`config.mk`:
```
export PLATFORM = sky130hd
export DESIGN_NAME = axi_addr_guard
export DESIGN_NICKNAME = d
export VERILOG_FILES = /design/src/rtl/axi_guard_pkg.sv /design/src/rtl/guard_region_bank.sv /design/src/rtl/guard_span.sv /design/src/rtl/guard_match.sv /design/src/rtl/guard_chan_stage.sv /design/src/rtl/axi_addr_guard.sv
export SDC_FILE = /design/constraint.sdc
export NUM_CORES = 2
export LEC_CHECK = 0
export ABC_AREA = 1
export BUFFER_PORTS_ARGS = -buffer_cell sky130_fd_sc_hd__buf_2
export CORE_ASPECT_RATIO = 0.75
export CORE_MARGIN = 2
export CORE_UTILIZATION = 41
export CTS_CLUSTER_SIZE = 12
export DETAILED_ROUTE_END_ITERATION = 6
export SYNTH_ARGS = -nofsm -noshare
export SYNTH_HDL_FRONTEND = slang
export SYNTH_HIERARCHICAL = 1
export SYNTH_SLANG_ARGS = --single-unit
export TNS_END_PERCENT = 30
```
`constraint.sdc`:
```
create_clock -name clk -period 4.6 [get_ports clk]
set_input_delay 0 -clock clk [delete_from_list [all_inputs] [get_ports clk]]
set_output_delay 0 -clock clk [all_outputs]
set_load 0.02 [all_outputs]
```
`src/rtl/axi_guard_pkg.sv`:
```
package axi_guard_pkg;
  typedef enum logic [1:0] {
    BURST_FIXED = 2'd0,
    BURST_INCR  = 2'd1,
    BURST_WRAP  = 2'd2,
    BURST_RSVD  = 2'd3
  } burst_e;
endpackage

```
`src/rtl/guard_region_bank.sv`:
```
module guard_region_bank #(
  parameter int ADDR_W    = 32,
  parameter int NREG      = 8,
  parameter int GRAN_BITS = 7,
  parameter int CFG_AW    = 5
) (
  input  logic                              clk,
  input  logic                              rst_n,
  input  logic                              cfg_we,
  input  logic [CFG_AW-1:0]                 cfg_addr,
  input  logic [ADDR_W-1:0]                 cfg_wdata,
  output logic [ADDR_W-1:0]                 cfg_rdata,
  input  logic                              aw_viol,
  input  logic                              ar_viol,
  output logic [NREG-1:0][ADDR_W-GRAN_BITS-1:0] start_hi,
  output logic [NREG-1:0][ADDR_W-GRAN_BITS-1:0] end_hi,
  output logic [NREG-1:0]                   win_en,
  output logic                              aw_sticky,
  output logic                              ar_sticky
);
  localparam int HI_W   = ADDR_W - GRAN_BITS;
  localparam int IDX_EN = 2 * NREG;
  localparam int IDX_ST = 2 * NREG + 1;

  logic [NREG-1:0][HI_W-1:0] start_q, end_q;
  logic [NREG-1:0]           en_q;
  logic                      aw_st_q, ar_st_q;
  logic                      clr_sel;

  assign clr_sel = cfg_we && (cfg_addr == CFG_AW'(IDX_ST));

  always_ff @(posedge clk) begin
    if (!rst_n) begin
      start_q <= '0;
      end_q   <= '0;
      en_q    <= '0;
    end else if (cfg_we) begin
      for (int k = 0; k < NREG; k++) begin
        if (cfg_addr == CFG_AW'(k))        start_q[k] <= cfg_wdata[ADDR_W-1:GRAN_BITS];
        if (cfg_addr == CFG_AW'(NREG + k)) end_q[k]   <= cfg_wdata[ADDR_W-1:GRAN_BITS];
      end
      if (cfg_addr == CFG_AW'(IDX_EN)) en_q <= cfg_wdata[NREG-1:0];
    end
  end

  // New violations take priority over a clear in the same cycle.
  always_ff @(posedge clk) begin
    if (!rst_n) begin
      aw_st_q <= 1'b0;
      ar_st_q <= 1'b0;
    end else begin
      aw_st_q <= aw_viol | (aw_st_q & ~(clr_sel & cfg_wdata[0]));
      ar_st_q <= ar_viol | (ar_st_q & ~(clr_sel & cfg_wdata[1]));
    end
  end

  always_comb begin
    cfg_rdata = '0;
    for (int k = 0; k < NREG; k++) begin
      if (cfg_addr == CFG_AW'(k))        cfg_rdata = {start_q[k], {GRAN_BITS{1'b0}}};
      if (cfg_addr == CFG_AW'(NREG + k)) cfg_rdata = {end_q[k], {GRAN_BITS{1'b1}}};
    end
    if (cfg_addr == CFG_AW'(IDX_EN)) cfg_rdata = ADDR_W'(en_q);
    if (cfg_addr == CFG_AW'(IDX_ST)) cfg_rdata = ADDR_W'({ar_st_q, aw_st_q});
  end

  assign start_hi  = start_q;
  assign end_hi    = end_q;
  assign win_en    = en_q;
  assign aw_sticky = aw_st_q;
  assign ar_sticky = ar_st_q;
endmodule

```
`src/rtl/guard_span.sv`:
```
module guard_span
  import axi_guard_pkg::*;
#(
  parameter int ADDR_W = 32,
  parameter int LEN_W  = 4,
  parameter int SIZE_W = 3
) (
  input  logic [ADDR_W-1:0] addr,
  input  logic [LEN_W-1:0]  len,
  input  logic [SIZE_W-1:0] size,
  input  logic [1:0]        burst,
  output logic [ADDR_W-1:0] first,
  output logic [ADDR_W:0]   last,
  output logic              bad
);
  // Largest span: 2^LEN_W beats of 2^(2^SIZE_W - 1) bytes.
  localparam int NB_W = LEN_W + (1 << SIZE_W);
  localparam int AX_W = ADDR_W + 1;

  logic [NB_W-1:0] beats, nbytes, unit;
  logic [AX_W-1:0] addr_x;

  assign beats  = NB_W'(len) + NB_W'(1);
  assign nbytes = beats << size;
  assign unit   = NB_W'(1) << size;
  assign addr_x = {1'b0, addr};

  always_comb begin
    first = addr;
    last  = addr_x + AX_W'(unit) - AX_W'(1);
    bad   = 1'b0;
    case (burst_e'(burst))
      BURST_FIXED: last = addr_x + AX_W'(unit) - AX_W'(1);
      BURST_INCR:  last = addr_x + AX_W'(nbytes) - AX_W'(1);
      BURST_WRAP: begin
        first = addr & ~ADDR_W'(nbytes - NB_W'(1));
        last  = {1'b0, first} + AX_W'(nbytes) - AX_W'(1);
        bad   = ((beats & (beats - NB_W'(1))) != '0) || (beats == NB_W'(1));
      end
      default: bad = 1'b1;
    endcase
  end
endmodule

```
`src/rtl/guard_match.sv`:
```
module guard_match #(
  parameter int ADDR_W    = 32,
  parameter int NREG      = 8,
  parameter int GRAN_BITS = 7
) (
  input  logic [ADDR_W-1:0]                     first,
  input  logic [ADDR_W:0]                       last,
  input  logic                                  bad,
  input  logic [NREG-1:0][ADDR_W-GRAN_BITS-1:0] start_hi,
  input  logic [NREG-1:0][ADDR_W-GRAN_BITS-1:0] end_hi,
  input  logic [NREG-1:0]                       win_en,
  output logic                                  legal
);
  logic [NREG-1:0] hit;

  // An inverted window cannot satisfy start <= first <= last <= end.
  // A carry into the top bit of last exceeds every window end.
  for (genvar i = 0; i < NREG; i++) begin : g_win
    assign hit[i] = win_en[i]
                 && ({start_hi[i], {GRAN_BITS{1'b0}}} <= first)
                 && (last <= {1'b0, end_hi[i], {GRAN_BITS{1'b1}}});
  end

  assign legal = (|hit) && !bad;
endmodule

```
`src/rtl/guard_chan_stage.sv`:
```
module guard_chan_stage
  import axi_guard_pkg::*;
#(
  parameter int              ADDR_W     = 32,
  parameter int              LEN_W      = 4,
  parameter int              SIZE_W     = 3,
  parameter int              SIDE_W     = 12,
  parameter int              NREG       = 8,
  parameter int              GRAN_BITS  = 7,
  parameter logic [ADDR_W-1:0] FAULT_ADDR = '0
) (
  input  logic                                  clk,
  input  logic                                  rst_n,
  input  logic                                  s_valid,
  output logic                                  s_ready,
  input  logic [ADDR_W-1:0]                     s_addr,
  input  logic [LEN_W-1:0]                      s_len,
  input  logic [SIZE_W-1:0]                     s_size,
  input  logic [1:0]                            s_burst,
  input  logic [SIDE_W-1:0]                     s_side,
  output logic                                  m_valid,
  input  logic                                  m_ready,
  output logic [ADDR_W-1:0]                     m_addr,
  output logic [LEN_W-1:0]                      m_len,
  output logic [SIZE_W-1:0]                     m_size,
  output logic [1:0]                            m_burst,
  output logic [SIDE_W-1:0]                     m_side,
  output logic                                  viol,
  input  logic [NREG-1:0][ADDR_W-GRAN_BITS-1:0] start_hi,
  input  logic [NREG-1:0][ADDR_W-GRAN_BITS-1:0] end_hi,
  input  logic [NREG-1:0]                       win_en
);
  logic [ADDR_W-1:0] span_first;
  logic [ADDR_W:0]   span_last;
  logic              span_bad, legal, accept;

  logic              valid_q, viol_q;
  logic [ADDR_W-1:0] addr_q;
  logic [LEN_W-1:0]  len_q;
  logic [SIZE_W-1:0] size_q;
  logic [1:0]        burst_q;
  logic [SIDE_W-1:0] side_q;

  guard_span #(.ADDR_W(ADDR_W), .LEN_W(LEN_W), .SIZE_W(SIZE_W)) u_span (
    .addr (s_addr), .len (s_len), .size (s_size), .burst (s_burst),
    .first(span_first), .last(span_last), .bad(span_bad)
  );

  guard_match #(.ADDR_W(ADDR_W), .NREG(NREG), .GRAN_BITS(GRAN_BITS)) u_match (
    .first(span_first), .last(span_last), .bad(span_bad),
    .start_hi(start_hi), .end_hi(end_hi), .win_en(win_en), .legal(legal)
  );

  assign s_ready = !valid_q || m_ready;
  assign accept  = s_valid && s_ready;

  always_ff @(posedge clk) begin
    if (!rst_n) begin
      valid_q <= 1'b0;
      viol_q  <= 1'b0;
      addr_q  <= '0;
      len_q   <= '0;
      size_q  <= '0;
      burst_q <= '0;
      side_q  <= '0;
    end else begin
      viol_q <= accept && !legal;
      if (accept) begin
        valid_q <= 1'b1;
        addr_q  <= legal ? s_addr  : FAULT_ADDR;
        burst_q <= legal ? s_burst : BURST_FIXED;
        len_q   <= s_len;
        size_q  <= s_size;
        side_q  <= s_side;
      end else if (m_ready) begin
        valid_q <= 1'b0;
      end
    end
  end

  assign m_valid = valid_q;
  assign m_addr  = addr_q;
  assign m_len   = len_q;
  assign m_size  = size_q;
  assign m_burst = burst_q;
  assign m_side  = side_q;
  assign viol    = viol_q;
endmodule

```
`src/rtl/axi_addr_guard.sv`:
```
module axi_addr_guard #(
  parameter int                ADDR_W     = 32,
  parameter int                ID_W       = 4,
  parameter int                LEN_W      = 4,
  parameter int                SIZE_W     = 3,
  parameter int                NREG       = 8,
  parameter int                GRAN_BITS  = 7,
  parameter int                CFG_AW     = 5,
  parameter logic [ADDR_W-1:0] FAULT_ADDR = 32'h0000_0F00
) (
  input  logic              clk,
  input  logic              rst_n,
  input  logic              cfg_we,
  input  logic [CFG_AW-1:0] cfg_addr,
  input  logic [ADDR_W-1:0] cfg_wdata,
  output logic [ADDR_W-1:0] cfg_rdata,
  input  logic              s_aw_valid,
  output logic              s_aw_ready,
  input  logic [ID_W-1:0]   s_aw_id,
  input  logic [ADDR_W-1:0] s_aw_addr,
  input  logic [LEN_W-1:0]  s_aw_len,
  input  logic [SIZE_W-1:0] s_aw_size,
  input  logic [1:0]        s_aw_burst,
  input  logic              s_aw_lock,
  input  logic [3:0]        s_aw_cache,
  input  logic [2:0]        s_aw_prot,
  output logic              m_aw_valid,
  input  logic              m_aw_ready,
  output logic [ID_W-1:0]   m_aw_id,
  output logic [ADDR_W-1:0] m_aw_addr,
  output logic [LEN_W-1:0]  m_aw_len,
  output logic [SIZE_W-1:0] m_aw_size,
  output logic [1:0]        m_aw_burst,
  output logic              m_aw_lock,
  output logic [3:0]        m_aw_cache,
  output logic [2:0]        m_aw_prot,
  input  logic              s_ar_valid,
  output logic              s_ar_ready,
  input  logic [ID_W-1:0]   s_ar_id,
  input  logic [ADDR_W-1:0] s_ar_addr,
  input  logic [LEN_W-1:0]  s_ar_len,
  input  logic [SIZE_W-1:0] s_ar_size,
  input  logic [1:0]        s_ar_burst,
  input  logic              s_ar_lock,
  input  logic [3:0]        s_ar_cache,
  input  logic [2:0]        s_ar_prot,
  output logic              m_ar_valid,
  input  logic              m_ar_ready,
  output logic [ID_W-1:0]   m_ar_id,
  output logic [ADDR_W-1:0] m_ar_addr,
  output logic [LEN_W-1:0]  m_ar_len,
  output logic [SIZE_W-1:0] m_ar_size,
  output logic [1:0]        m_ar_burst,
  output logic              m_ar_lock,
  output logic [3:0]        m_ar_cache,
  output logic [2:0]        m_ar_prot,
  output logic              aw_viol,
  output logic              ar_viol,
  output logic              aw_sticky,
  output logic              ar_sticky
);
  localparam int HI_W   = ADDR_W - GRAN_BITS;
  localparam int SIDE_W = ID_W + 1 + 4 + 3;

  logic [NREG-1:0][HI_W-1:0] start_hi, end_hi;
  logic [NREG-1:0]           win_en;
  logic [SIDE_W-1:0]         aw_side_o, ar_side_o;

  guard_region_bank #(
    .ADDR_W(ADDR_W), .NREG(NREG), .GRAN_BITS(GRAN_BITS), .CFG_AW(CFG_AW)
  ) u_bank (
    .clk(clk), .rst_n(rst_n),
    .cfg_we(cfg_we), .cfg_addr(cfg_addr), .cfg_wdata(cfg_wdata), .cfg_rdata(cfg_rdata),
    .aw_viol(aw_viol), .ar_viol(ar_viol),
    .start_hi(start_hi), .end_hi(end_hi), .win_en(win_en),
    .aw_sticky(aw_sticky), .ar_sticky(ar_sticky)
  );

  guard_chan_stage #(
    .ADDR_W(ADDR_W), .LEN_W(LEN_W), .SIZE_W(SIZE_W), .SIDE_W(SIDE_W),
    .NREG(NREG), .GRAN_BITS(GRAN_BITS), .FAULT_ADDR(FAULT_ADDR)
  ) u_aw (
    .clk(clk), .rst_n(rst_n),
    .s_valid(s_aw_valid), .s_ready(s_aw_ready), .s_addr(s_aw_addr),
    .s_len(s_aw_len), .s_size(s_aw_size), .s_burst(s_aw_burst),
    .s_side({s_aw_id, s_aw_lock, s_aw_cache, s_aw_prot}),
    .m_valid(m_aw_valid), .m_ready(m_aw_ready), .m_addr(m_aw_addr),
    .m_len(m_aw_len), .m_size(m_aw_size), .m_burst(m_aw_burst), .m_side(aw_side_o),
    .viol(aw_viol), .start_hi(start_hi), .end_hi(end_hi), .win_en(win_en)
  );

  guard_chan_stage #(
    .ADDR_W(ADDR_W), .LEN_W(LEN_W), .SIZE_W(SIZE_W), .SIDE_W(SIDE_W),
    .NREG(NREG), .GRAN_BITS(GRAN_BITS), .FAULT_ADDR(FAULT_ADDR)
  ) u_ar (
    .clk(clk), .rst_n(rst_n),
    .s_valid(s_ar_valid), .s_ready(s_ar_ready), .s_addr(s_ar_addr),
    .s_len(s_ar_len), .s_size(s_ar_size), .s_burst(s_ar_burst),
    .s_side({s_ar_id, s_ar_lock, s_ar_cache, s_ar_prot}),
    .m_valid(m_ar_valid), .m_ready(m_ar_ready), .m_addr(m_ar_addr),
    .m_len(m_ar_len), .m_size(m_ar_size), .m_burst(m_ar_burst), .m_side(ar_side_o),
    .viol(ar_viol), .start_hi(start_hi), .end_hi(end_hi), .win_en(win_en)
  );

  assign {m_aw_id, m_aw_lock, m_aw_cache, m_aw_prot} = aw_side_o;
  assign {m_ar_id, m_ar_lock, m_ar_cache, m_ar_prot} = ar_side_o;
endmodule

```
==> impl_results.md <==
- Status: complete, but fails checks
- Failing checks: design-rule violations, negative setup slack
- Dominant synthesized flop cell: dfxtp_1
- Post-synthesis sequential area ratio: 17.7%
- Final std cells w/o fill: 13100
- Max cap viols: 0
- Post-synthesis net count: 10800
- Worst r2r src: u_bank/start_hi[74]
- Sequential Power Share: 22.2%
- Root buffer cell: clkbuf_16
- Critical Path Most Common Cell: buf_4
- Cells after Synth: approximately 9600
- Final period util: 120%
- DRC: 7
- Top sig layer: met5
- Via count: 73000
- Layout area overhead: 35.0%
- Number of flops mapped to enable cells by yosys: 0
- Metal-1 WL: approximately 150 mm
- Flop2flop setup slack: around 1.1 ns
- RD Place Congestion: ~1.1
- CP Max Fanout: 8
- Slew @ Worst Pin: 1.27 ns
- H-tree levels: 2
- First-pass GRT wire length: 456 mm
- Die H: 332 um
- Slew margin rel.: between 10% and 20%
- Setup violators final: 70
- Placeable core area: about 0.14 mm2
- Clock sink count: 520
- Final worst slack: -0.936 ns
- CTS tree: built
- Hold Slack: about 0.06 ns
- Setup TNS Final: -54.70 ns
- Hold Crit Endpoint: u_bank/win_en[6]
- GRT overflow: 0
- CTS Buffer Depth: 3
- Pint: around 12 mW
- Max VDD drop: roughly 0.32 mV
- Top area cells in the synthesized netlist: ha_1, dfxtp_1, nand2_1
- RSZ-0062 raised after global routing: yes
- Synth area leader: ha_1
- Min-delay src: cfg_wdata[6]
- Post-placement cell area: 0.0731 mm2
- CP Class: primary input to register
- WP data arrival: 6.13 ns
- Worst setup EP type: register
- Average size of a mapped cell: 6.13 um2
- CP max-delay cell: nor2_1
- Initial antenna violation count: 14
- Sw frac: between 40% and 50%
- Detail Route Antenna Nets: 0
- Worst EP required: 5.19 ns
- Largest net degree at the start of global routing: 178
- Total Nets Final: 12400
- Most common cell in the netlist: nand2_1
- Clk slew on worst S/H paths: 0.06 ns
- Mapped Area: 0.0589 mm2
- DRT iter0 DRCs: 9832
- Final wirelength: about 320 mm
- Clock Latency Late Sink: 0.73 ns
- Initial core utilization: 41.3%
- Worst r2r path cells: 21
- Post-DP HPWL: 261 mm
- Crit-path max cell delay: 0.34 ns
- Vias in the first global route: around 66000
- Fin Clk Skew: 0.0413 ns
- Rows: 120
- Psw: 9.08 mW
- Placed Cells: 12800
- All-Layer GR Usage: ~42%
- Avg WL per Cell: between 20 and 25 um
- DP Worst Slack: -2.22 ns
- Num CTS Buffers: 58
- Die width: 442 um
- Met3 WL: 42.7 mm
- Fmax: 0.181 GHz
- Tmin final: roughly 5.5 ns
- Buffers added on ports: a little under 300
- Power Density: ~270 mW/mm2
- Clock power frac: 24.0%
- Power share of the combinational group: 53.8%
- Layout cells sized above 1: 21.7%
- Worst Hold Depth: 4
- Die area: 0.147 mm2
- Layout Utilization: 55.7%
- Leak Pwr: 39.5 nW
- Fin area: 0.0795 mm2
- Via-per-instance ratio: 5.55
- Share of the synthesized area in the top cell type: 21.5%
- Max-slew violation count: 0
- I/O Pins: between 200 and 300
- Reg2reg end: u_ar/m_addr[11]
- Hold Path Class: primary input to register
- Number of distinct library cells after synthesis: slightly above 60
- Met2 routed WL: 122 mm
- Async S/R FF share, synth: 0%
- Hold Fails Final Rpt: 0
- YS warnings: 6
- Count of state elements after synthesis: 520
- Final Power: 21.2 mW
- Critical path launch point type: primary input
- First-pass detailed-route iteration total: 7
- Commonest cells in the netlist: nand2_1, inv_1, ha_1, nor2_1, a21oi_1
flip-flops by register name, indices dropped and copies added, names as in the netlist, 2 cells and up:
signal	flops
u_aw/m_burst	2
u_ar/m_burst	2
u_bank/end_hi	200
u_aw/m_len	4
u_aw/m_addr	32
u_aw/m_size	3
u_aw/m_side	12
u_bank/start_hi	200
u_bank/win_en	8
u_ar/m_len	4
u_ar/m_side	12
u_ar/m_addr	32
u_ar/m_size	3
power by group through the flow:
stage | clock [mW] | combinational [mW] | sequential, mW
finish | 5.09 | 11.4 | 4.71
global route | 5.24 | 12.2 | 4.72
CTS | 5.09 | 10.7 | 4.71
detailed placement | 0 | 10.1 | 4.81
global placement | 0 | 10.1 | 4.81
floorplan | 0 | 4.95 | 4.85
kinds of logic (layout without fill, tap and decap cells):
| family | count (synthesis) | in the layout | synth area share (%) |
|---|---|---|---|
| buf+inv | 1834 | 3485 | 12.2 |
| flops | 520 | 520 | 17.7 |
| simple gates | 4479 | 4480 | 32.2 |
| fa+ha+maj | 1018 | 1018 | 21.7 |
| xor+xnor | 51 | 51 | 0.759 |
| compound gates | 1699 | 1699 | 15.4 |
| other cells | 0 | 2 | 0 |
placed cells by master, fill, tap and decap left out, types with 13 or more instances in the layout:
cell	netlist	final
a31oi_1	27	19
inv_1	1477	1457
o21a_1	38	37
or2_2	25	25
ha_4	0	51
clkbuf_16	0	60
nor3_2	5	16
o21ai_0	513	473
nand3_1	604	542
o21ai_2	9	21
a21oi_2	5	36
nand2_1	2505	2365
clkbuf_8	0	13
o21bai_1	13	13
dfxtp_1	520	520
nand3b_1	31	31
nor2_1	948	878
nand2_4	30	75
xor2_1	43	43
buf_4	11	1268
a21o_1	79	77
nor2_4	14	42
dlygate4sd3_1	0	156
a21oi_1	912	875
nand3_2	15	72
ha_1	1012	956
nand4_1	148	148
nor2_2	14	56
nand2_2	30	124
nor3_1	60	45
o21ai_1	48	73
buf_2	83	290
buf_6	19	22
buf_12	2	111
inv_2	44	58
worst max-delay path by stage:
stage	from	endpoint	slack [ns]	cells past startpoint
after floorplan	s_aw_len[0]	u_aw/m_addr[15]	-0.23	47
after global placement	s_ar_len[0]	u_ar/m_addr[11]	-2.28	47
after detailed placement	s_ar_len[0]	u_ar/m_addr[11]	-2.22	47
after CTS	s_ar_len[1]	u_ar/m_addr[11]	-0.73	48
after global routing	s_ar_len[1]	u_ar/m_addr[29]	-1.17	50
final	s_ar_len[0]	u_ar/m_addr[21]	-0.94	48
timing repair:
action,in CTS,in global routing
setup endpoints to repair,70,70
hold endpoints to repair,518,1
pin swaps,164,132
hold buffers,155,1
setup buffers,48,29
cloned,5,1
gates resized for setup,314,220
layout make-up:
class | count | area, um2
fill | 14200 | 63100
inverter | 1527 | 5760
tap | 1891 | 2370
clock buffer | 80 | 1690
antenna | 2 | 5.00
multi-input combinational | 7248 | 43800
clock inverter | 23 | 284
sequential | 520 | 10400
timing repair buffer | 1855 | 15200
metal layers:
layer,global-route usage (%),up-vias
met1,63.9,34100
met2,56.2,4012
met5,0,-
met4,13.6,12
li1,-,34300
met3,11.8,506
worst max-delay path, delay by kind of cell:
kind	cells	cell delay, ns
AO/OA/AOI/OAI	5	0.55
adder cells (fa/ha/maj)	2	0.56
buffers and inverters	21	2.76
AND/OR/NAND/NOR	20	2.18
Power figures use the tool's default switching activity.
